[src/rtl/pcd_pkg.sv]
// Package for the pixel colour decoder.
// It holds the mode codes and the shared widths.
// The mode codes are fixed by the register writer upstream and must not be renumbered.
package pcd_pkg;
    localparam int IDX_W   = 8;
    localparam int ATTR_W  = 8;
    localparam int PLANE_N = 4;

    typedef enum logic [3:0] {
        MODE_CLASSIC   = 4'd0,
        MODE_SPLITBR   = 4'd1,
        MODE_C32       = 4'd2,
        MODE_INK256    = 4'd4,
        MODE_LAYER256  = 4'd5,
        MODE_PLANAR4   = 4'd6,
        MODE_PLANAR3   = 4'd7,
        MODE_PLANAR256 = 4'd12,
        MODE_BORDER    = 4'd13,
        MODE_CHUNKY    = 4'd14
    } mode_e;
endpackage

[src/rtl/pcd_attr_unit.sv]
// Attribute interpreter.
// It forms the classic, split-bright, 32-colour and chunky indices from one attribute byte.
// Assumes: the attribute fields are ink[2:0], paper[5:3], b6 and b7.
// The fetch stage presents the chunky pair on pair_i.
module pcd_attr_unit #(
    parameter int IDX_W  = pcd_pkg::IDX_W,
    parameter int ATTR_W = pcd_pkg::ATTR_W
) (
    input  logic              pix_i,
    input  logic [1:0]        pair_i,
    input  logic [ATTR_W-1:0] attr_i,
    input  logic              phase_i,
    output logic [IDX_W-1:0]  classic_o,
    output logic [IDX_W-1:0]  splitbr_o,
    output logic [IDX_W-1:0]  c32_o,
    output logic [IDX_W-1:0]  chunky_o
);
    localparam int PAD4 = IDX_W - 4;
    localparam int PAD5 = IDX_W - 5;

    logic [2:0] ink, paper, fg, bg;
    logic       b6, b7, swap;

    // Split the attribute into its fields.
    always_comb begin
        ink   = attr_i[2:0];
        paper = attr_i[5:3];
        b6    = attr_i[6];
        b7    = attr_i[7];
    end

    // Apply the flash swap (classic mode only).
    always_comb begin
        swap = b7 & phase_i;
        fg   = swap ? paper : ink;
        bg   = swap ? ink   : paper;
    end

    // Classic index: one bright bit shared by ink and paper.
    always_comb begin
        classic_o = {{PAD4{1'b0}}, b6, (pix_i ? fg : bg)};
    end

    // Split-bright index: b6 brightens ink, b7 brightens paper.
    always_comb begin
        splitbr_o = pix_i ? {{PAD4{1'b0}}, b6, ink} : {{PAD4{1'b0}}, b7, paper};
    end

    // 32-colour index: the top two bits pick the bank of eight.
    always_comb begin
        c32_o = {{PAD5{1'b0}}, b7, b6, (pix_i ? ink : paper)};
    end

    // Chunky index: each bit pair picks paper or one of three ink intensities.
    always_comb begin
        unique case (pair_i)
            2'b00:   chunky_o = {{PAD4{1'b0}}, b6, paper};
            2'b01:   chunky_o = {{PAD5{1'b0}}, 2'b10, ink};
            2'b10:   chunky_o = {{PAD5{1'b0}}, 2'b11, ink};
            default: chunky_o = {{PAD5{1'b0}}, 2'b01, ink};
        endcase
    end
endmodule

[src/rtl/pcd_plane_unit.sv]
// Bitplane combiner.
// It forms the 16-colour, forced-bright 8-colour and attribute-banked 256-colour indices.
// Assumes: PLANE_N is 4 and IDX_W is at least 2*PLANE_N.
// Plane 0 is the least significant plane.
module pcd_plane_unit #(
    parameter int IDX_W   = pcd_pkg::IDX_W,
    parameter int ATTR_W  = pcd_pkg::ATTR_W,
    parameter int PLANE_N = pcd_pkg::PLANE_N
) (
    input  logic [PLANE_N-1:0] planes_i,
    input  logic [ATTR_W-1:0]  attr_i,
    output logic [IDX_W-1:0]   planar4_o,
    output logic [IDX_W-1:0]   planar3_o,
    output logic [IDX_W-1:0]   planar256_o
);
    localparam int HI_W = IDX_W - PLANE_N;

    logic [PLANE_N-1:0] nib4, nib3;

    // Build both nibbles bit by bit.
    // The 3-plane variant replaces plane 1 and forces the top bit.
    for (genvar g = 0; g < PLANE_N; g++) begin : g_bit
        assign nib4[g] = planes_i[g];
        if (g == 0) begin : g_b0
            assign nib3[g] = planes_i[0];
        end else if (g == PLANE_N - 1) begin : g_top
            assign nib3[g] = 1'b1;
        end else begin : g_mid
            assign nib3[g] = planes_i[g + 1];
        end
    end

    // Widen the nibbles into indices.
    // The banked form takes its high bits from the attribute.
    always_comb begin
        planar4_o   = {{HI_W{1'b0}}, nib4};
        planar3_o   = {{HI_W{1'b0}}, nib3};
        planar256_o = {attr_i[HI_W-1:0], nib4};
    end
endmodule

[src/rtl/pcd_direct_unit.sv]
// Direct colour selector.
// It handles the modes where a whole byte is the colour: single-layer ink,
// two-layer overlay and border only.
// Assumes: the lower layer has priority over the upper layer.
module pcd_direct_unit #(
    parameter int IDX_W = pcd_pkg::IDX_W
) (
    input  logic             lo_pix_i,
    input  logic             hi_pix_i,
    input  logic [IDX_W-1:0] lo_attr_i,
    input  logic [IDX_W-1:0] hi_attr_i,
    input  logic [IDX_W-1:0] border_i,
    output logic [IDX_W-1:0] ink256_o,
    output logic [IDX_W-1:0] layer256_o,
    output logic [IDX_W-1:0] border_o
);
    // A lit pixel takes the attribute; an unlit one falls back to the border.
    always_comb begin
        ink256_o = lo_pix_i ? lo_attr_i : border_i;
    end

    // Priority order: lower layer, then upper layer, then border.
    always_comb begin
        if (lo_pix_i)      layer256_o = lo_attr_i;
        else if (hi_pix_i) layer256_o = hi_attr_i;
        else               layer256_o = border_i;
    end

    // Border-only passes the border straight through.
    always_comb begin
        border_o = border_i;
    end
endmodule

[src/rtl/pix_colour_decoder.sv]
// Pixel colour decoder, top level.
// It feeds one pixel's data to the three interpreters, picks the result
// named by the mode code and registers it.
// Assumes: all inputs belong to the same pixel and are valid in the same cycle.
// Reserved codes give index 0. Latency is one clock.
module pix_colour_decoder #(
    parameter int IDX_W   = pcd_pkg::IDX_W,
    parameter int ATTR_W  = pcd_pkg::ATTR_W,
    parameter int PLANE_N = pcd_pkg::PLANE_N
) (
    input  logic               clk,
    input  logic               rst_n,
    input  logic [PLANE_N-1:0] plane_bits,
    input  logic [ATTR_W-1:0]  attr_lo,
    input  logic [ATTR_W-1:0]  attr_hi,
    input  logic               flash_phase,
    input  logic [IDX_W-1:0]   border_idx,
    input  logic [3:0]         mode,
    output logic [IDX_W-1:0]   colour_idx
);
    import pcd_pkg::*;

    logic [IDX_W-1:0] classic_w, splitbr_w, c32_w, chunky_w;
    logic [IDX_W-1:0] p4_w, p3_w, p256_w;
    logic [IDX_W-1:0] ink_w, layer_w, brd_w;
    logic [IDX_W-1:0] next_idx;

    pcd_attr_unit #(.IDX_W(IDX_W), .ATTR_W(ATTR_W)) u_attr (
        .pix_i     (plane_bits[0]),
        .pair_i    (plane_bits[1:0]),
        .attr_i    (attr_lo),
        .phase_i   (flash_phase),
        .classic_o (classic_w),
        .splitbr_o (splitbr_w),
        .c32_o     (c32_w),
        .chunky_o  (chunky_w)
    );

    pcd_plane_unit #(.IDX_W(IDX_W), .ATTR_W(ATTR_W), .PLANE_N(PLANE_N)) u_plane (
        .planes_i    (plane_bits),
        .attr_i      (attr_lo),
        .planar4_o   (p4_w),
        .planar3_o   (p3_w),
        .planar256_o (p256_w)
    );

    pcd_direct_unit #(.IDX_W(IDX_W)) u_direct (
        .lo_pix_i   (plane_bits[0]),
        .hi_pix_i   (plane_bits[2]),
        .lo_attr_i  (attr_lo),
        .hi_attr_i  (attr_hi),
        .border_i   (border_idx),
        .ink256_o   (ink_w),
        .layer256_o (layer_w),
        .border_o   (brd_w)
    );

    // Pick the interpreter named by the mode code; reserved codes give zero.
    always_comb begin
        case (mode)
            4'(MODE_CLASSIC):   next_idx = classic_w;
            4'(MODE_SPLITBR):   next_idx = splitbr_w;
            4'(MODE_C32):       next_idx = c32_w;
            4'(MODE_INK256):    next_idx = ink_w;
            4'(MODE_LAYER256):  next_idx = layer_w;
            4'(MODE_PLANAR4):   next_idx = p4_w;
            4'(MODE_PLANAR3):   next_idx = p3_w;
            4'(MODE_PLANAR256): next_idx = p256_w;
            4'(MODE_BORDER):    next_idx = brd_w;
            4'(MODE_CHUNKY):    next_idx = chunky_w;
            default:            next_idx = '0;
        endcase
    end

    // Output register with synchronous active-low reset.
    always_ff @(posedge clk) begin
        if (!rst_n) colour_idx <= '0;
        else        colour_idx <= next_idx;
    end
endmodule

[config.mk]
export PLATFORM = sky130hd
export DESIGN_NAME = pix_colour_decoder
export DESIGN_NICKNAME = d
export VERILOG_FILES = /design/src/rtl/pcd_pkg.sv /design/src/rtl/pcd_attr_unit.sv /design/src/rtl/pcd_plane_unit.sv /design/src/rtl/pcd_direct_unit.sv /design/src/rtl/pix_colour_decoder.sv
export SDC_FILE = /design/constraint.sdc
export NUM_CORES = 1
export LEC_CHECK = 0
export ABC_AREA = 1
export BUFFER_PORTS_ARGS = -buffer_cell sky130_fd_sc_hd__buf_2
export CAP_MARGIN = 20
export CORE_MARGIN = 2
export CORE_UTILIZATION = 46
export CTS_BUF_LIST = sky130_fd_sc_hd__clkbuf_4
export CTS_CLUSTER_DIAMETER = 50
export DETAILED_ROUTE_END_ITERATION = 8
export GPL_TIMING_DRIVEN = 0
export PLACE_DENSITY = 0.78
export SLEW_MARGIN = 20
export SYNTH_ARGS = -nofsm -noshare
export SYNTH_HDL_FRONTEND = slang
export SYNTH_SLANG_ARGS = --single-unit
[constraint.sdc]
create_clock -name clk -period 1.1 [get_ports clk]
set_input_delay 0.11 -clock clk [delete_from_list [all_inputs] [get_ports clk]]
set_output_delay 0.11 -clock clk [all_outputs]
set_load 0.005 [all_outputs]
==> results of run 1 <==
==> where the power goes <==
part	leakage [uW]	switching (uW)	total, uW	internal [uW]
Combinational	0.000777	260	421	160
Clock	0.0000138	103	229	125
Sequential	0.0000655	3.47	311	308
Total	0.000856	367	960	593
==> cells in the mapped netlist, drive strengths merged <==
library cell  instances
nand4                 2
dfxtp                 8
ha                    4
a21boi                3
a41oi                 1
o22ai                 2
nor3                  3
or2                   1
o21ai                19
a21oi                 5
nand2                97
buf                   5
nand3                23
and3                  1
nor2                 25
inv                  35
o211ai                1
==> area by class of cell <==
cell class                 instances  area [sq um]  share of cell area [%]
timing repair buffer              41           211                    14.3
buffer                             4          25.0                    1.69
clock buffer                       3          22.5                    1.52
tap                               30          37.5                    2.54
multi-input combinational        187           887                    59.9
inverter                          35           136                    9.21
sequential                         8           160                    10.8
==> through the flow <==
step / setup slack (ns) / hold slack [ns] / TNS [ns] / cell area, sq um / utilization [%]
after global placement: -0.332 / 0.344 / -1.47 / 1450 / 58.9
after CTS: 0.00763 / 0.0877 / 0 / 1480 / 60.2
after floorplan: 0.0128 / 0.203 / 0 / 1200 / -
after detailed placement: -0.341 / 0.347 / -1.49 / 1450 / 58.9
after global routing: 0.0149 / 0.0795 / 0 / 1480 / 60.3
final: 0.137 / 0.0881 / 0 / 1480 / 60.3
==> kinds of logic (layout without fill, tap and decap cells) <==
kind of cell	count (synthesis)	after routing	synth area share, %
AO/OA/AOI/OAI	31	31	14.4
AND/OR/NAND/NOR	152	152	54.4
adder cells (fa/ha/maj)	4	4	4.20
buffers and inverters	40	83	13.6
flip-flops	8	8	13.4
==> final timing paths <==
kind | end | slack (ns)
max | colour_idx[1] | 0.14
min | colour_idx[1] | 0.09
==> repair_timing <==
action / in CTS / in global routing
endpoints found under the hold margin: 0 / 0
gates resized for setup: 3 / 5
buffers inserted: 0 / 0
endpoints found under the setup margin: 3 / 4
==> routing by layer <==
layer | share of wire, % | global-route usage, % | vias up
met3 | 8.1 | 4.10 | 6
met5 | 0 | 0 | -
met4 | 1.4 | 3.33 | 0
met2 | 47 | 47.0 | 64
met1 | 44 | 36.0 | 673
li1 | - | - | 825
==> metrics.cfg, run 1 <==
[status]
outcome=complete, no violations

[layout]
num_antenna_cells=0
final_cell_mix=nand2_1 (93), buf_2 (42), inv_1 (32)
regMostFlops=colour_idx
final_common_cell=nand2_1
nNetsFinal=319
largest_reg_flops=8
final-instance-count-excl-fill=308
layout-drive-gt1-share_pct=22.7
area_delta_synth_final_pct=24.3
fillers=279
top_regs=colour_idx: 8 flops

[logic_synthesis]
synth_area_leader_cell=nand2_1
synth_area_leaders=nand2_1 (30%), dfxtp_1 (13%), inv_1 (10%), nand3_1 (9.7%), o21ai_0 (6.7%)
syn_area_sq_mm=0.00119
synth_fp_nets=274
synth_top_area_share_pct=29.6
yosysWarnings=0
syn_inst=235
synth_seq_cells=8
syn_avg_cell_area_sq_um=5.07
synth.distinct_cells=24
ys_seq_area_share_pct=13.4

[timing]
slew_viol_final=0
finalSetupViolations=0
fmax_mhz=1040
worstMarginPinSlew_ns=0.288
rsz0062_at_grt=no
hold_violations=0
slew_headroom_pct=80.8
period_share_pct=87.6
min_period_ns=0.963

[drt]
dr_total_vias=1568
drt-initial-drc-count=54
wire_per_inst_microns=11.9
dr.pass1.iters=4
drc_errors=0
avgViaCountPerCell=5.09
antenna_left=0
drt_wl_total_mm=3.66

[placed_design]
place_hpwl_mm=2.91
dp.cells=306
io_buffer_count=41
place_congestion=0.959

[setup_path]
crit_start=plane_bits[0]
crit_type=in2reg
cp.required_ns=1.26
startpoint_type=input port
cp.arrival_ns=1.12
cpMaxStageDelayCell=ha_1
path_cells=buf_6 > ha_1 > nor2_4 > nand2_2 > nand2_1 > nand2_1 > nand2_1 > nand2_1 > inv_1 > nand3_1 > nand2_1 > inv_1
cp_num_buf_inv=3
slowest_delay_ns=0.23
endpoint_kind=register
worst-path-stages=12
cp_top_family=simple AND/OR/NAND/NOR gates
path_common_cell=nand2_1
cp_max_fo=8

[power_and_ir_drop]
power.leakage_uw=0.000856
total_power_uw=960
power_density_mw_per_mm2=649
ir_drop_mv=0.779

[hold_path]
min_path_cells=3
hp-class=in2reg
hold_start=rst_n

[grt]
grt_max_degree=12
grt_antenna_before_repair=0
grt_first_pass_wirelength_mm=5.91
grt_pass1_vias=1352
overflow=0
track_usage_pct=27.2

[clocking]
clock_path_buffers=2
cts_tree=built
clk_pin_slew_ns=0.05
clock-sinks=8
cts_made_buffers=3
cts_hold_buf=0
htreeDepth=1
cts_root_buf=clkbuf_4

[run]
max_cap_violations=0

[floorplan]
die_height_microns=54.9
die_area_sq_mm=0.00301
ios=43
die_w_microns=54.9
core_sq_mm=0.00245
start_util_pct=48.5
rows=18

(Power assumes the default switching activity.)
==> run 2, diff against run 1 <==
--- a/config.mk
+++ b/config.mk
@@ -8,6 +8,7 @@
 export ABC_AREA = 1
 export BUFFER_PORTS_ARGS = -buffer_cell sky130_fd_sc_hd__buf_2
 export CAP_MARGIN = 20
+export CORE_ASPECT_RATIO = 0.75
 export CORE_MARGIN = 2
 export CORE_UTILIZATION = 46
 export CTS_BUF_LIST = sky130_fd_sc_hd__clkbuf_4
==> run 2 against run 1 <==
Compared with the run above:
- setup slack lost 0.015 ns
- global-route usage decreased by 2.6 points
- highest routed layer is now met3
- core utilization is 2.1 points higher
- combinational power is essentially flat
- critical path depth increased by 1
- sequential share of layout area about the same
- worst hold slack gained 0.010 ns
- fmax fell by 1.5%
- flip-flop and latch count unchanged
==> metrics.cfg, run 2 (synthesis results as in run 1) <==
[layout]
area_delta_synth_final_pct=24.8
num_antenna_cells=0
final_cell_mix=nand2_1 (93), buf_2 (42), inv_1 (32)
finalInstanceArea_sq_mm=0.00149
top_regs=colour_idx: 8 flops
layout-drive-gt1-share_pct=22.3
regMostFlops=colour_idx
final_common_cell=nand2_1
fin_util_pct=62.4
largest_reg_flops=8
fillers=270
nNetsFinal=319

[grt]
grt_pass1_vias=1271
grt_max_degree=12
grt_antenna_before_repair=0
overflow=0
track_usage_pct=24.5
grt_first_pass_wirelength_mm=5.63

[drt]
antenna_left=0
avgViaCountPerCell=4.95
wire_per_inst_microns=11.3
wl_met3_microns=356
dr_total_vias=1544
wl_met1_mm=1.72
met2WireLength_mm=1.46
dr.pass1.iters=5
drt-initial-drc-count=174
dr.max_layer_used=met3
drc_errors=0
drt_wl_total_mm=3.54

[clocking]
cts_made_buffers=3
clock_path_buffers=2
cts_tree=built
clock-sinks=8
clk_pin_slew_ns=0.05
htreeDepth=1
cts_root_buf=clkbuf_4
cts_setup_buffers=0
cts_hold_buf=0

[placed_design]
place_congestion=0.928
io_buffer_count=41
placed_area_sq_mm=0.00145
place_hpwl_mm=2.84

[floorplan]
die_w_microns=62.8
die_height_microns=48.1
core_sq_mm=0.00238
die_area_sq_mm=0.00302
ios=43
start_util_pct=50.0
rows=15

[setup_path]
startpoint_type=input port
cp_max_fo=14
crit_type=in2reg
cp.arrival_ns=1.13
endpoint_kind=register
cp.required_ns=1.25

[timing]
hold_violations=0
finalSetupViolations=0
period_share_pct=88.9
slew_viol_final=0
worstMarginPinSlew_ns=0.286
setup-tns-final_ns=0
slew_headroom_pct=80.9
rsz0062_at_grt=no
fmax_mhz=1020
hold-worst-slack_ns=0.0983
min_period_ns=0.978

[power_and_ir_drop]
power_density_mw_per_mm2=637
total_power_uw=947
power.leakage_uw=0.000858
ir_drop_mv=0.434

[hold_path]
hp-class=in2reg

[status]
outcome=complete, no violations

[run]
max_cap_violations=0

run 2: cell count changes in the layout (fill, tap and decap cells not counted):
cell / delta
buf_6: -1
buf_8: +1
inv_6: -1
inv_8: +1
nand3_1: +1
nand3_2: -1
run 2: worst paths after layout:
check / from / end / slack [ns] / cells past startpoint
setup / recovery: plane_bits[0] / colour_idx[1] / 0.12 / 13
hold / removal: rst_n / colour_idx[1] / 0.1 / 3
run 2: critical path, stage by stage:
cell and delay, ns:
buf_8 0.11, inv_8 0.06, ha_2 0.20, nor2_4 0.13
nand2_2 0.08, nand2_1 0.07, nand2_1 0.05, nand2_1 0.05
nand2_1 0.05, inv_1 0.05, nand3_1 0.07, nand2_1 0.07
inv_1 0.03
run 2: final cells by class:
class	instances	area, sq um	share of cell area, %
Clock buffer	3	22.5	1.52
Timing Repair Buffer	41	215	14.5
Inverter	35	139	9.34
Sequential cell	8	160	10.8
Multi-Input combinational cell	187	882	59.3
Buffer	4	25.0	1.68
Tap cell	34	42.5	2.86
run 2: per-stage QoR:
stage,std cells,worst slack [ns]
floorplan,235,0.0128
global placement,310,-0.395
detailed placement,310,-0.382
CTS,313,0.0271
global route,312,0.00651
finish,312,0.122
run 2: repair_timing:
action	CTS	global route
endpoints found under the hold margin	0	0
setup endpoints to repair	4	4
cloned	0	0
resized for setup	4	5
pin swaps	1	2
run 2: where the power goes:
group / switching, uW / internal, uW / total (uW)
Combinational: 256 / 162 / 419
Clock: 92.4 / 124 / 217
Sequential: 3.48 / 308 / 312
Total: 352 / 595 / 947
run 2: routing by layer:
metal | vias to the layer above | track usage [%]
met4 | 0 | 0
met2 | 77 | 40.9
li1 | 826 | -
met1 | 641 | 35.2
met3 | 0 | 5.18
met5 | - | 0
